$ cat config.mk
export PLATFORM = sky130hd
export DESIGN_NAME = ccd_clock_seq
export DESIGN_NICKNAME = d
export VERILOG_FILES = /design/src/rtl/ccd_seq_pkg.sv /design/src/rtl/ccd_cfg_check.sv /design/src/rtl/ccd_line_fsm.sv /design/src/rtl/ccd_wave_gen.sv /design/src/rtl/ccd_clock_seq.sv
export SDC_FILE = /design/constraint.sdc
export NUM_CORES = 1
export LEC_CHECK = 0
export BUFFER_PORTS_ARGS = -buffer_cell sky130_fd_sc_hd__buf_2
export CAP_MARGIN = 20
export CORE_ASPECT_RATIO = 0.5
export CORE_MARGIN = 1
export CORE_UTILIZATION = 30
export DETAILED_ROUTE_END_ITERATION = 8
export GPL_TIMING_DRIVEN = 0
export PLACE_DENSITY_LB_ADDON = 0.1
export SLEW_MARGIN = 20
export SYNTH_ARGS = -nofsm -noshare
export SYNTH_HDL_FRONTEND = slang
export SYNTH_SLANG_ARGS = --single-unit
$ cat constraint.sdc
create_clock -name clk -period 10.3 [get_ports clk]
set_input_delay 3.09 -clock clk [delete_from_list [all_inputs] [get_ports clk]]
set_output_delay 3.09 -clock clk [all_outputs]
set_load 0.1 [all_outputs]
$ cat src/rtl/ccd_seq_pkg.sv
// Shared types for the linear CCD clock sequencer.
package ccd_seq_pkg;
    // Line phases: idle, gate setup, gate high, gate hold, pixel shifting.
    typedef enum logic [2:0] {
        ST_IDLE  = 3'd0,
        ST_SETUP = 3'd1,
        ST_GATE  = 3'd2,
        ST_HOLD  = 3'd3,
        ST_PIX   = 3'd4
    } seq_state_t;
endpackage

$ cat src/rtl/ccd_cfg_check.sv
// Configuration fit check. Flags any width/offset set that cannot be placed
// inside one pixel period. Purely combinational; assumes inputs are quasi-static.
module ccd_cfg_check #(
    parameter int CNT_W = 8
) (
    input  logic [CNT_W-1:0] cfg_pix_period,
    input  logic [CNT_W-1:0] cfg_rs_delay,
    input  logic [CNT_W-1:0] cfg_rs_width,
    input  logic             cfg_sh_en,
    input  logic [CNT_W-1:0] cfg_sh_delay,
    input  logic [CNT_W-1:0] cfg_sh_width,
    input  logic [CNT_W-1:0] cfg_valid_delay,
    input  logic [CNT_W-1:0] cfg_gate_setup,
    input  logic [CNT_W-1:0] cfg_gate_width,
    input  logic [CNT_W-1:0] cfg_gate_hold,
    output logic             cfg_err
);
    localparam int SUM_W = CNT_W + 2;

    logic [SUM_W-1:0] period_w, rs_end_w, valid_w, sh_end_w, sh_dly_w;

    // Widen sums so no overflow hides a misfit.
    always_comb begin
        period_w = SUM_W'(cfg_pix_period);
        rs_end_w = SUM_W'(cfg_rs_delay) + SUM_W'(cfg_rs_width);
        valid_w  = rs_end_w + SUM_W'(cfg_valid_delay);
        sh_dly_w = SUM_W'(cfg_sh_delay);
        sh_end_w = sh_dly_w + SUM_W'(cfg_sh_width);
    end

    // Combine every fit rule into one flag.
    always_comb begin
        cfg_err = (period_w < SUM_W'(2))
               || (cfg_rs_width == '0)
               || (cfg_gate_setup == '0)
               || (cfg_gate_width == '0)
               || (cfg_gate_hold == '0)
               || (valid_w >= period_w)
               || (cfg_sh_en && ((cfg_sh_width == '0)
                                 || (sh_dly_w < rs_end_w)
                                 || (sh_end_w > period_w)));
    end
endmodule

$ cat src/rtl/ccd_line_fsm.sv
// Line sequencer. Walks setup, gate, hold and pixel phases with one phase
// counter and a pixel index. Assumes configuration changes only while idle.
module ccd_line_fsm
    import ccd_seq_pkg::*;
#(
    parameter int CNT_W        = 8,
    parameter int LINE_W       = 12,
    parameter int MIN_LINE_PIX = 2750
) (
    input  logic              clk,
    input  logic              rst_n,
    input  logic              start,
    input  logic              free_run,
    input  logic              cfg_err,
    input  logic [CNT_W-1:0]  cfg_pix_period,
    input  logic [CNT_W-1:0]  cfg_gate_setup,
    input  logic [CNT_W-1:0]  cfg_gate_width,
    input  logic [CNT_W-1:0]  cfg_gate_hold,
    input  logic [LINE_W-1:0] cfg_line_len,
    output seq_state_t        state,
    output logic [CNT_W-1:0]  sub_cnt,
    output logic [LINE_W-1:0] pix_idx
);
    localparam logic [LINE_W-1:0] MIN_LEN = LINE_W'(MIN_LINE_PIX);

    logic [CNT_W-1:0]  limit;
    logic [LINE_W-1:0] eff_len;
    logic              last_tick, last_pix;

    // Pick the length of the current phase and clamp the line length.
    always_comb begin
        case (state)
            ST_SETUP: limit = cfg_gate_setup;
            ST_GATE:  limit = cfg_gate_width;
            ST_HOLD:  limit = cfg_gate_hold;
            default:  limit = cfg_pix_period;
        endcase
        eff_len   = (cfg_line_len < MIN_LEN) ? MIN_LEN : cfg_line_len;
        last_tick = (sub_cnt == limit - CNT_W'(1));
        last_pix  = (pix_idx == eff_len - LINE_W'(1));
    end

    // Advance phase counter, pixel index and line phase.
    always_ff @(posedge clk) begin
        if (!rst_n) begin
            state   <= ST_IDLE;
            sub_cnt <= '0;
            pix_idx <= '0;
        end else begin
            case (state)
                ST_IDLE: begin
                    sub_cnt <= '0;
                    pix_idx <= '0;
                    if (!cfg_err && (start || free_run)) state <= ST_SETUP;
                end
                ST_SETUP, ST_GATE, ST_HOLD: begin
                    if (last_tick) begin
                        sub_cnt <= '0;
                        pix_idx <= '0;
                        state   <= (state == ST_SETUP) ? ST_GATE :
                                   (state == ST_GATE)  ? ST_HOLD : ST_PIX;
                    end else begin
                        sub_cnt <= sub_cnt + CNT_W'(1);
                    end
                end
                default: begin
                    if (last_tick) begin
                        sub_cnt <= '0;
                        if (last_pix) begin
                            pix_idx <= '0;
                            state   <= (free_run && !cfg_err) ? ST_SETUP : ST_IDLE;
                        end else begin
                            pix_idx <= pix_idx + LINE_W'(1);
                        end
                    end else begin
                        sub_cnt <= sub_cnt + CNT_W'(1);
                    end
                end
            endcase
        end
    end
endmodule

$ cat src/rtl/ccd_wave_gen.sv
// Waveform decoder. Turns line phase and sub-pixel position into the drive
// outputs, all registered so they share one cycle of latency.
module ccd_wave_gen
    import ccd_seq_pkg::*;
#(
    parameter int CNT_W  = 8,
    parameter int LINE_W = 12
) (
    input  logic              clk,
    input  logic              rst_n,
    input  seq_state_t        state,
    input  logic [CNT_W-1:0]  sub_cnt,
    input  logic [LINE_W-1:0] pix_idx,
    input  logic [CNT_W-1:0]  cfg_pix_period,
    input  logic [CNT_W-1:0]  cfg_rs_delay,
    input  logic [CNT_W-1:0]  cfg_rs_width,
    input  logic              cfg_sh_en,
    input  logic [CNT_W-1:0]  cfg_sh_delay,
    input  logic [CNT_W-1:0]  cfg_sh_width,
    input  logic [CNT_W-1:0]  cfg_valid_delay,
    output logic              xfer_p1,
    output logic              xfer_p2,
    output logic              read_gate,
    output logic              pix_reset,
    output logic              samp_hold,
    output logic              pix_valid,
    output logic              line_start
);
    localparam int SUM_W = CNT_W + 2;

    logic             in_pix, p1_n, rs_n, sh_n, pv_n, ls_n;
    logic [SUM_W-1:0] sub_w, rs_end_w, sh_end_w;

    // Decode next-cycle levels from the sub-pixel position.
    always_comb begin
        in_pix   = (state == ST_PIX);
        sub_w    = SUM_W'(sub_cnt);
        rs_end_w = SUM_W'(cfg_rs_delay) + SUM_W'(cfg_rs_width);
        sh_end_w = SUM_W'(cfg_sh_delay) + SUM_W'(cfg_sh_width);
        p1_n     = !(in_pix && (sub_cnt < (cfg_pix_period >> 1)));
        rs_n     = in_pix && (sub_w >= SUM_W'(cfg_rs_delay)) && (sub_w < rs_end_w);
        sh_n     = in_pix && cfg_sh_en && (sub_w >= SUM_W'(cfg_sh_delay))
                   && (sub_w < sh_end_w);
        pv_n     = in_pix && (sub_w == rs_end_w + SUM_W'(cfg_valid_delay));
        ls_n     = in_pix && (pix_idx == '0) && (sub_cnt == '0);
    end

    // Register all drive outputs.
    always_ff @(posedge clk) begin
        if (!rst_n) begin
            xfer_p1    <= 1'b1;
            xfer_p2    <= 1'b0;
            read_gate  <= 1'b0;
            pix_reset  <= 1'b0;
            samp_hold  <= 1'b0;
            pix_valid  <= 1'b0;
            line_start <= 1'b0;
        end else begin
            xfer_p1    <= p1_n;
            xfer_p2    <= !p1_n;
            read_gate  <= (state == ST_GATE);
            pix_reset  <= rs_n;
            samp_hold  <= sh_n;
            pix_valid  <= pv_n;
            line_start <= ls_n;
        end
    end
endmodule

$ cat src/rtl/ccd_clock_seq.sv
// Top of the linear CCD clock sequencer: configuration check, line
// sequencer and waveform decoder. Assumes configuration is held while a line runs.
module ccd_clock_seq
    import ccd_seq_pkg::*;
#(
    parameter int CNT_W        = 8,
    parameter int LINE_W       = 12,
    parameter int MIN_LINE_PIX = 2750
) (
    input  logic              clk,
    input  logic              rst_n,
    input  logic              start,
    input  logic              free_run,
    input  logic [CNT_W-1:0]  cfg_pix_period,
    input  logic [CNT_W-1:0]  cfg_rs_delay,
    input  logic [CNT_W-1:0]  cfg_rs_width,
    input  logic              cfg_sh_en,
    input  logic [CNT_W-1:0]  cfg_sh_delay,
    input  logic [CNT_W-1:0]  cfg_sh_width,
    input  logic [CNT_W-1:0]  cfg_valid_delay,
    input  logic [CNT_W-1:0]  cfg_gate_setup,
    input  logic [CNT_W-1:0]  cfg_gate_width,
    input  logic [CNT_W-1:0]  cfg_gate_hold,
    input  logic [LINE_W-1:0] cfg_line_len,
    output logic              xfer_p1,
    output logic              xfer_p2,
    output logic              read_gate,
    output logic              pix_reset,
    output logic              samp_hold,
    output logic              pix_valid,
    output logic              line_start,
    output logic              cfg_err
);
    seq_state_t        state;
    logic [CNT_W-1:0]  sub_cnt;
    logic [LINE_W-1:0] pix_idx;

    ccd_cfg_check #(.CNT_W(CNT_W)) u_check (
        .cfg_pix_period (cfg_pix_period),
        .cfg_rs_delay   (cfg_rs_delay),
        .cfg_rs_width   (cfg_rs_width),
        .cfg_sh_en      (cfg_sh_en),
        .cfg_sh_delay   (cfg_sh_delay),
        .cfg_sh_width   (cfg_sh_width),
        .cfg_valid_delay(cfg_valid_delay),
        .cfg_gate_setup (cfg_gate_setup),
        .cfg_gate_width (cfg_gate_width),
        .cfg_gate_hold  (cfg_gate_hold),
        .cfg_err        (cfg_err)
    );

    ccd_line_fsm #(.CNT_W(CNT_W), .LINE_W(LINE_W), .MIN_LINE_PIX(MIN_LINE_PIX)) u_fsm (
        .clk           (clk),
        .rst_n         (rst_n),
        .start         (start),
        .free_run      (free_run),
        .cfg_err       (cfg_err),
        .cfg_pix_period(cfg_pix_period),
        .cfg_gate_setup(cfg_gate_setup),
        .cfg_gate_width(cfg_gate_width),
        .cfg_gate_hold (cfg_gate_hold),
        .cfg_line_len  (cfg_line_len),
        .state         (state),
        .sub_cnt       (sub_cnt),
        .pix_idx       (pix_idx)
    );

    ccd_wave_gen #(.CNT_W(CNT_W), .LINE_W(LINE_W)) u_wave (
        .clk            (clk),
        .rst_n          (rst_n),
        .state          (state),
        .sub_cnt        (sub_cnt),
        .pix_idx        (pix_idx),
        .cfg_pix_period (cfg_pix_period),
        .cfg_rs_delay   (cfg_rs_delay),
        .cfg_rs_width   (cfg_rs_width),
        .cfg_sh_en      (cfg_sh_en),
        .cfg_sh_delay   (cfg_sh_delay),
        .cfg_sh_width   (cfg_sh_width),
        .cfg_valid_delay(cfg_valid_delay),
        .xfer_p1        (xfer_p1),
        .xfer_p2        (xfer_p2),
        .read_gate      (read_gate),
        .pix_reset      (pix_reset),
        .samp_hold      (samp_hold),
        .pix_valid      (pix_valid),
        .line_start     (line_start)
    );
endmodule

==> impl_metrics.ini, run 1 <==
[outcome]
status = completed

[clocking]
cts.htree.levels = 2
clk_pin_slew_ns = 0.05
worstSkewPairLatency_ns = 0.27
ctsHoldBuffers = 0
clock-root-buffer = clkbuf_16
cts_tree = yes
post_cts_resized = 1
clock_sinks = 30
numCtsBuffers = 5
cts_setup_buffers = 0
clock_path_buffers = 2

[critical_path]
ff2ff_setup_slack_ns = 6.44
worstSetupStartpoint = cfg_rs_delay[0]
crit_arrival_ns = 6.93
cp_max_fo = 3
path_class = in -> out
cp_slowest_stage_delay_ns = 0.41
crit_cells = 19
crit_family = adder cells
crit_top_cell = ha_1
reg2reg_to = u_fsm.pix_idx[5]
crit_buf_inv = 2
required_ns = 7.21
slowest_stage = fa_1
r2r_cells = 16
start_kind = input pin
crit_chain = buf_2 -> ha_1 -> fa_1 -> a21o_1 -> a211oi_1 -> nor2_1 -> nor2_1 -> xnor2_1 -> ha_1 -> a21oi_1 -> nand2_1 -> o21ai_2 -> xnor2_1 -> ha_1 -> a21oi_1 -> nand4_1 -> nor4_4 -> nand2_1 -> buf_4
cp-end-kind = output pin
r2r-start = u_fsm.state[0]

[yosys]
synth_ff_type = dfxtp_1
syn_area_mm2 = 0.00495
syn_avg_cell_area_um2 = 7.91
yosysUniqueCellTypes = 70
synth_cells = 626
ys_async_sr_fraction_pct = 0
synth_edf_count = 0
yosysWarnings = 0
synth-seq-area-share_pct = 12.1
synth_seq_cells = 30
syn_nets = 808

[floorplan]
die_h_um = 92.9
die-area_mm2 = 0.0171
die_w_um = 184
rows = 32
start_util_pct = 31.4
coreArea_mm2 = 0.0158
ios = 97

[sta]
hold_viol = 0
rsz0062_at_grt = false
slew_violations = 0
fin_crit_sh_pct = 97.3
slew_headroom_pct = 49.6
setup_viol = 0
fin_skew_ns = 0.00437
holdWs_ns = 0.560
tightest_slew_ns = 0.746
tns_ns = 0
period_needed_ns = 10.02
fmax_ghz = 0.0998

[drt]
postRouteAntennaNets = 0
wl_per_cell_um = 15.6
wirelength_um = 14800
drc = 0
vias_per_cell = 4.95
drt_pre_antenna_iters = 4
initialDrtViolationCount = 231
via_count = 4695

[place]
hpwl_um = 12300
dp.cells = 940
portBuffers = 93
gp_congestion = 0.815
placed_area_mm2 = 0.00569

[global_routing]
grt_overflow = 0
grt_usage_pct = 17.7
antenna_found_initial = 0
grt_pass1_wl_um = 23700
grt_max_degree = 13
use_met1_pct = 24.8
met2_usage_pct = 29.0
top_usage_layer = met2
grt_use_met3_pct = 1.93
grt_pass1_vias = 4567

[power]
peakVddDrop_v = 0.0000688
power.switching_w = 0.000222
internal_power_w = 0.000358
pwr-share-clk_pct = 27.4
p_per_area_mw_per_mm2 = 98.5
p_seq_share_pct = 20.5
power.leakage_nw = 2.98
switching_share_pct = 38.2
combPwrFrac_pct = 52.2

[cells_and_area]
area_delta_synth_final_pct = 18.8
drive_above_1_share_pct = 17.2
fin_util_pct = 37.3
fin_cells = 948
fin_nets = 908
n_antenna_cell = 0
fillers = 1698
final_area_mm2 = 0.00588

[run]
max_cap_violations = 0

[hold_path]
whs_path_depth = 2
worstHoldStart = u_fsm.pix_idx[7]
holdCritPathClass = reg -> reg
worstHoldEndpoint = u_fsm.pix_idx[7]
Yosys cell counts, drive strengths merged, types with 2 or more instances:
cell type   n  share of area [%]
and2        3               0.38
fa          3                1.2
dfxtp      30                 12
a31oi       7               0.88
o22ai       7               0.88
nand3      22                2.2
nand4       7               0.88
nor2b       7               0.88
buf        12                1.6
nand3b      2               0.30
a22oi       4               0.61
o21a        7                1.1
or2         3               0.38
or4b        6                1.2
o21bai      5               0.76
nor4       18                2.6
a21oi      33                3.3
xor2       24                4.2
o21ai      20                2.0
nand2b     13                1.6
mux2i      10                2.0
nor4b       3               0.83
xnor3       2               0.91
a21o       41                6.2
and3        9                1.1
o41ai       2               0.35
nor3        6               0.61
xnor2      27                4.8
mux2        2               0.45
or3        10                1.3
a211oi      7                1.2
clkbuf     12               0.91
nor2       40                3.0
nand4b      3               0.53
inv        63                4.8
nand2      31                2.3
ha         90                 23
or4         5               0.83
a32oi       3               0.53
nor3b       2               0.30
o2111ai     3               0.53
power groups by stage:
stage	Clock [W]	Combinational (W)	Sequential (W)
2_1_floorplan	0	0.000214	0.000121
5_1_grt	0.000170	0.000341	0.000119
3_5_place_dp	0	0.000295	0.000121
3_3_place_gp	0	0.000292	0.000121
6_report	0.000159	0.000302	0.000119
4_1_cts	0.000164	0.000298	0.000118
per-layer routing:
metal	vias to the layer above	share of wire, %
li1	2482	-
met1	2132	52
met2	71	44
met3	10	2.7
met4	0	0.74
met5	-	0
placed cells by master (no fill, tap or decap), types with 9 or more instances in the layout:
| cell | instances |
|---|---|
| buf_2 | 97 |
| ha_1 | 90 |
| inv_1 | 63 |
| a21o_1 | 41 |
| nor2_1 | 40 |
| a21oi_1 | 33 |
| nand2_1 | 31 |
| dfxtp_1 | 30 |
| xnor2_1 | 27 |
| xor2_1 | 24 |
| nand3_1 | 22 |
| o21ai_0 | 19 |
| nor4_1 | 16 |
| nand2b_1 | 13 |
| clkbuf_1 | 12 |
| or3_1 | 10 |
| mux2i_1 | 10 |
| and3_1 | 9 |
registers in the layout, summed over array words and instances (netlist names):
register,count
u_fsm.sub_cnt,8
u_wave.pix_reset,1
u_wave.pix_valid,1
u_wave.line_start,1
u_fsm.state,3
u_wave.samp_hold,1
u_wave.xfer_p1,1
u_wave.read_gate,1
u_fsm.pix_idx,12
u_wave.xfer_p2,1
per-stage QoR:
stage	power, W	worst slack [ns]
floorplan	0.000335	0.474
global placement	0.000413	-0.0718
detailed placement	0.000415	-0.0437
CTS	0.000580	0.0437
global route	0.000630	0.00809
finish	0.000580	0.281
cell families (layout without fill, tap and decap cells):
family          after synthesis  count (layout)  share of synthesized area [%]
buf+inv                      87             188                           7.33
xor+xnor                     54              54                           10.4
mux                          12              12                           2.48
flops                        30              30                           12.1
simple gates                194             194                           22.2
fa+ha+maj                    93              93                           24.0
compound gates              156             156                           21.5
worst min-delay path, cell delays in order (launching register included):
cell and delay [ns]:
dfxtp_1 0.36, nand2_1 0.08, a31oi_1 0.07
layout make-up:
| type | instances | area, um^2 | area share, % |
|---|---|---|---|
| well taps | 221 | 277 | 4.70 |
| multi-input cells | 509 | 4010 | 68.1 |
| repair buffers | 93 | 468 | 7.96 |
| flip-flops and latches | 30 | 601 | 10.2 |
| plain buffers | 24 | 126 | 2.15 |
| inverters | 63 | 236 | 4.02 |
| clock buffers | 8 | 166 | 2.83 |
worst max-delay path by stage:
stage | to | slack [ns]
2_1_floorplan | cfg_err | 0.47
5_1_grt | cfg_err | 0.008
3_3_place_gp | cfg_err | -0.07
6_report | cfg_err | 0.28
4_1_cts | cfg_err | 0.04
3_5_place_dp | cfg_err | -0.04
Power figures use the tool's default switching activity.
==> run 2, diff against run 1 <==
- ABC_AREA: default -> 1
==> run 2 against run 1 <==
  * Global-route usage increased by 0.61 points
  * Total power increased by 58%
  * Via count increased by 22%
  * Combinational power increased by 100%
  * Register-to-register slack improved by 1.2 ns
  * Critical path type unchanged
  * Largest cell class unchanged
  * Highest routed layer unchanged
==> impl_metrics.ini, run 2 <==
[sta]
fin_skew_ns = 0.0117
rsz0062_at_grt = false
hold_viol = 0
setup_viol = 0
fmax_ghz = 0.101
tightest_slew_ns = 0.668
holdWs_ns = 0.498
slew_violations = 0
slew_headroom_pct = 54.3
tns_ns = 0
fin_crit_sh_pct = 96.4
period_needed_ns = 9.93

[cells_and_area]
largest_reg_flops = 12
final_cell_mix = 197 x nand2_1, 145 x inv_1, 96 x buf_2
top_regs = u_fsm.pix_idx x12, u_fsm.sub_cnt x8, u_fsm.state x3
regMostFlops = u_fsm.pix_idx
n_antenna_cell = 0
final_common_cell = nand2_1
fin_nets = 1147
drive_above_1_share_pct = 15.7
fillers = 1965
multi_input_area_mm2 = 0.00412
area_delta_synth_final_pct = 18.3
regArea_um2 = 601

[yosys]
syn_nets = 1040
synth_seq_cells = 30
yosysTopAreaCell = ha_1
synth-seq-area-share_pct = 11.2
synth_ff_type = dfxtp_1
syn_area_mm2 = 0.00538
yosysMostFrequentCell = nand2_1
synthTopCellsByCount = 197 x nand2_1, 145 x inv_1, 90 x ha_1
ys_async_sr_fraction_pct = 0
yosysUniqueCellTypes = 44
syn_avg_cell_area_um2 = 6.26
synthTopCellsByArea = ha_1 21%, nand2_1 14%, dfxtp_1 11%
yosysWarnings = 0
synth_cells = 858
synth_top_area_share_pct = 20.9
synth_edf_count = 0

[drt]
drt_pre_antenna_iters = 4
wl_per_cell_um = 13.6
wirelength_um = 16300
initialDrtViolationCount = 279
drc = 0
vias_per_cell = 4.77
postRouteAntennaNets = 0
via_count = 5722

[global_routing]
grt_max_degree = 12
grt_pass1_wl_um = 27300
antenna_found_initial = 0
grt_pass1_vias = 5473
grt_overflow = 0
grt_usage_pct = 18.3

[power]
p_per_area_mw_per_mm2 = 144
peakVddDrop_v = 0.0000624
power.leakage_nw = 3.41
p_total_w = 0.000913

[critical_path]
path_class = in -> out
worstSetupStartpoint = cfg_rs_delay[0]
cp_max_fo = 3
crit_arrival_ns = 6.84
r2r-start = u_fsm.state[0]
cp-end-kind = output pin
ff2ff_setup_slack_ns = 7.61
required_ns = 7.21
start_kind = input pin
reg2reg_to = u_fsm.pix_idx[7]
critPathCapture = cfg_err
r2r_cells = 18

[clocking]
clock-root-buffer = clkbuf_16
clk_pin_slew_ns = 0.06
ctsHoldBuffers = 0
worstSkewPairLatency_ns = 0.28
cts_tree = yes
numCtsBuffers = 5
cts.htree.levels = 2
clock_sinks = 30
clock_path_buffers = 2

[floorplan]
ios = 97
die-area_mm2 = 0.0185
die_h_um = 96.7
start_util_pct = 30.8
die_w_um = 191
coreArea_mm2 = 0.0174
rows = 34

[place]
gp_congestion = 0.846
portBuffers = 96
hpwl_um = 13800

[hold_path]
holdCritPathClass = reg -> reg
whs_path_depth = 1

[run]
max_cap_violations = 0

[outcome]
status = completed
-- run 2: cell types whose count changed after synthesis, moves of 10 or more --
cell and change:
mux2i_1 -10, xnor2_1 -22, or3_1 -10, nand2b_1 -13
nand3_1 +46, nand4_1 +28, nor2_1 +43, a21o_1 -39
nand2_1 +166, clkbuf_1 -12, inv_1 +82, a21oi_1 +19
-- run 2: metal layers --
layer | GRT usage [%] | part of all wire (%)
met5 | 0 | 0
met4 | 2.08 | 0.36
met3 | 1.38 | 3.6
met2 | 28.9 | 42
met1 | 27.5 | 54
-- run 2: layout make-up --
class                           instances  share of cell area, %
Clock buffer                            5                   1.97
Timing Repair Buffer                  100                   8.07
Clock inverter                          3                  0.630
Inverter                              150                   8.90
Multi-Input combinational cell        668                   64.8
Buffer                                 10                   1.55
Tap cell                              234                   4.61
Sequential cell                        30                   9.45
-- run 2: repair_timing --
item / in CTS / in global routing
gates resized for setup: 0 / 4
endpoints found under the setup margin: 0 / 1
setup buffers: 0 / 4
-- run 2: report_power, final --
group / leakage (nW) / internal, W / switching, W
Clock: 0.0836 / 0.000113 / 0.0000559
Combinational: 3.08 / 0.000223 / 0.000388
Sequential: 0.243 / 0.000125 / 0.00000837
Total: 3.41 / 0.000461 / 0.000452
-- run 2: logic make-up after synthesis --
kind of cell / after synthesis / share of synthesized area (%)
compound gates: 110 / 12.7
xor+xnor: 29 / 4.73
fa+ha+maj: 93 / 22.1
buf+inv: 160 / 12.4
flops: 30 / 11.2
simple gates: 436 / 37.0
-- run 2: worst min path at each step --
stage | from | endpoint | slack (ns)
floorplan | u_fsm.sub_cnt[0] | u_fsm.sub_cnt[0] | 0.43
global placement | u_fsm.sub_cnt[0] | u_fsm.sub_cnt[0] | 0.47
detailed placement | u_fsm.sub_cnt[0] | u_fsm.sub_cnt[0] | 0.48
CTS | u_fsm.sub_cnt[0] | u_fsm.sub_cnt[0] | 0.49
global route | u_fsm.sub_cnt[0] | u_fsm.sub_cnt[0] | 0.50
finish | u_fsm.sub_cnt[0] | u_fsm.sub_cnt[0] | 0.50
-- run 2: critical path, cell delays in order --
cell      delay, ns
buf_2          0.11
ha_1           0.21
fa_1           0.41
nand3_1        0.10
nand2_1        0.11
xor2_1         0.19
ha_1           0.33
nand2_1        0.07
o211ai_1       0.30
nand2_1        0.08
o21ai_0        0.20
xor2_1         0.24
inv_1          0.09
ha_1           0.30
a21oi_1        0.14
o21a_1         0.14
nand4_1        0.11
a21oi_2        0.20
nand2_1        0.14
buf_4          0.26
-- run 2: per-stage QoR --
stage	utilization [%]	worst slack [ns]	std cells	area (um^2)
final	36.4	0.371	1200	6360
after global routing	36.4	0.0179	1200	6360
after CTS	36.2	0.0774	1196	6310
after detailed placement	35.3	0.0827	1188	6150
after global placement	35.3	0.114	1188	6150
after floorplan	-	0.685	858	5380
==> run 3, diff against run 2 <==
- CORE_UTILIZATION: 30 -> 52
- MAX_ROUTING_LAYER: default -> met4
==> run 3 against run 2 <==
  * Critical path depth is 1 higher
  * Worst setup slack worse by 0.12 ns
  * Hold slack worse by 0.0086 ns
  * Via count increased by 0.91%
  * Highest routed layer unchanged
  * Largest power group unchanged
  * Die area is 42% lower
  * Clock skew shrank 0.0011 ns
==> impl_metrics.ini, run 3 (synthesized netlist as in run 2, its figures left out) <==
[outcome]
status = completed

[cells_and_area]
n_antenna_cell = 0
largest_reg_flops = 12
top_regs = u_fsm.pix_idx x12, u_fsm.sub_cnt x8, u_fsm.state x3
area_delta_synth_final_pct = 14.9
fin_nets = 1144
fin_cells = 1097
fin_util_pct = 63.5
regMostFlops = u_fsm.pix_idx
final_common_cell = nand2_1
final_cell_mix = 197 x nand2_1, 145 x inv_1, 96 x buf_2
drive_above_1_share_pct = 15.1

[critical_path]
cp_max_fo = 4
crit_arrival_ns = 6.96
crit_family = compound AO/OA/AOI/OAI gates
slowest_stage = xor2_1
path_class = in -> out
cp_slowest_stage_delay_ns = 0.35
r2r-start = u_fsm.state[2]
start_kind = input pin
reg2reg_to = u_fsm.pix_idx[11]
crit_buf_inv = 5
r2r_cells = 19
required_ns = 7.21
ff2ff_setup_slack_ns = 7.66
cp-end-kind = output pin
crit_chain = buf_2 -> ha_1 -> nand3_1 -> nand2_1 -> a21oi_1 -> o21ai_0 -> a21oi_1 -> o21ai_0 -> xor2_1 -> inv_1 -> ha_1 -> inv_1 -> xor2_1 -> inv_1 -> ha_1 -> a21oi_1 -> o21a_1 -> nand4_1 -> a21oi_4 -> nand2_1 -> clkbuf_4

[clocking]
cts.htree.levels = 2
numCtsBuffers = 5
clock_path_buffers = 2
clock_sinks = 30
worstSkewPairLatency_ns = 0.28
cts_tree = yes
ctsHoldBuffers = 0
clk_pin_slew_ns = 0.05
clock-root-buffer = clkbuf_16

[sta]
hold_viol = 0
fin_skew_ns = 0.0106
tns_ns = 0
slew_violations = 0
fmax_ghz = 0.0995
period_needed_ns = 10.05
fin_crit_sh_pct = 97.5
setup_viol = 0
slew_headroom_pct = 57.2
rsz0062_at_grt = false
tightest_slew_ns = 0.625
holdWs_ns = 0.490

[drt]
via_count = 5774
routed.top_layer = met4
wl_per_cell_um = 12.8
drt-met1-wl_um = 6850
drt_pre_antenna_iters = 5
drc = 0
dr_wl_met3_um = 662
vias_per_cell = 5.26
wl_met2_um = 6360
postRouteAntennaNets = 0
initialDrtViolationCount = 273
wirelength_um = 14000

[hold_path]
worstHoldStart = u_fsm.sub_cnt[0]
worstHoldEndpoint = u_fsm.sub_cnt[0]
holdCritPathClass = reg -> reg
whs_path_depth = 1

[place]
dp.cells = 1089
portBuffers = 96
hpwl_um = 11700
gp_congestion = 0.944

[global_routing]
grt_pass1_vias = 5196
antenna_found_initial = 0
grt_max_degree = 12
grt_overflow = 0
grt_pass1_wl_um = 23400
grt_usage_pct = 27.5

[floorplan]
ios = 97
coreArea_mm2 = 0.00973
die_w_um = 146
start_util_pct = 55.3
rows = 25
die-area_mm2 = 0.0108
die_h_um = 73.9

[power]
peakVddDrop_v = 0.0000889
p_per_area_mw_per_mm2 = 141
power.leakage_nw = 3.37

[run]
max_cap_violations = 0
run 3: routing by layer:
metal | vias up | GRT usage [%]
met5 | - | -
met4 | 0 | 4.91
met3 | 13 | 2.92
met2 | 151 | 49.5
met1 | 2560 | 34.1
li1 | 3050 | -
run 3: timing repair:
item,in CTS,in global routing
endpoints found under the hold margin,0,0
resized for setup,0,3
buffers inserted,0,1
setup endpoints to repair,0,1
run 3: metrics by stage:
stage	worst slack, ns	area, um^2	power [W]
final	0.254	6180	0.000873
after global routing	0.0204	6180	0.000954
after CTS	0.0982	6160	0.000863
after detailed placement	0.112	6020	0.000724
after global placement	0.155	6020	0.000712
after floorplan	0.685	5380	0.000597
run 3: layout make-up:
cell class,instances,area [um^2]
Fill cell,969,3550
Sequential cell,30,601
Buffer,10,98.8
Tap cell,135,169
Multi-Input combinational cell,668,4120
Inverter,150,566
Timing Repair Buffer,97,490
Clock buffer,7,133
run 3: power by group:
part | internal [W] | total (W) | switching, W
Clock | 0.0000880 | 0.000137 | 0.0000488
Sequential | 0.000125 | 0.000133 | 0.00000801
Combinational | 0.000220 | 0.000603 | 0.000383
run 3: worst max path at each step:
| stage | start | slack, ns | to | depth (start not counted) |
|---|---|---|---|---|
| 2_1_floorplan | cfg_rs_delay[0] | 0.68 | cfg_err | 18 |
| 3_3_place_gp | cfg_rs_delay[0] | 0.15 | cfg_err | 20 |
| 5_1_grt | cfg_rs_delay[0] | 0.02 | cfg_err | 20 |
| 4_1_cts | cfg_rs_delay[0] | 0.1 | cfg_err | 20 |
| 6_report | cfg_rs_delay[2] | 0.25 | cfg_err | 21 |
| 3_5_place_dp | cfg_rs_delay[0] | 0.11 | cfg_err | 20 |
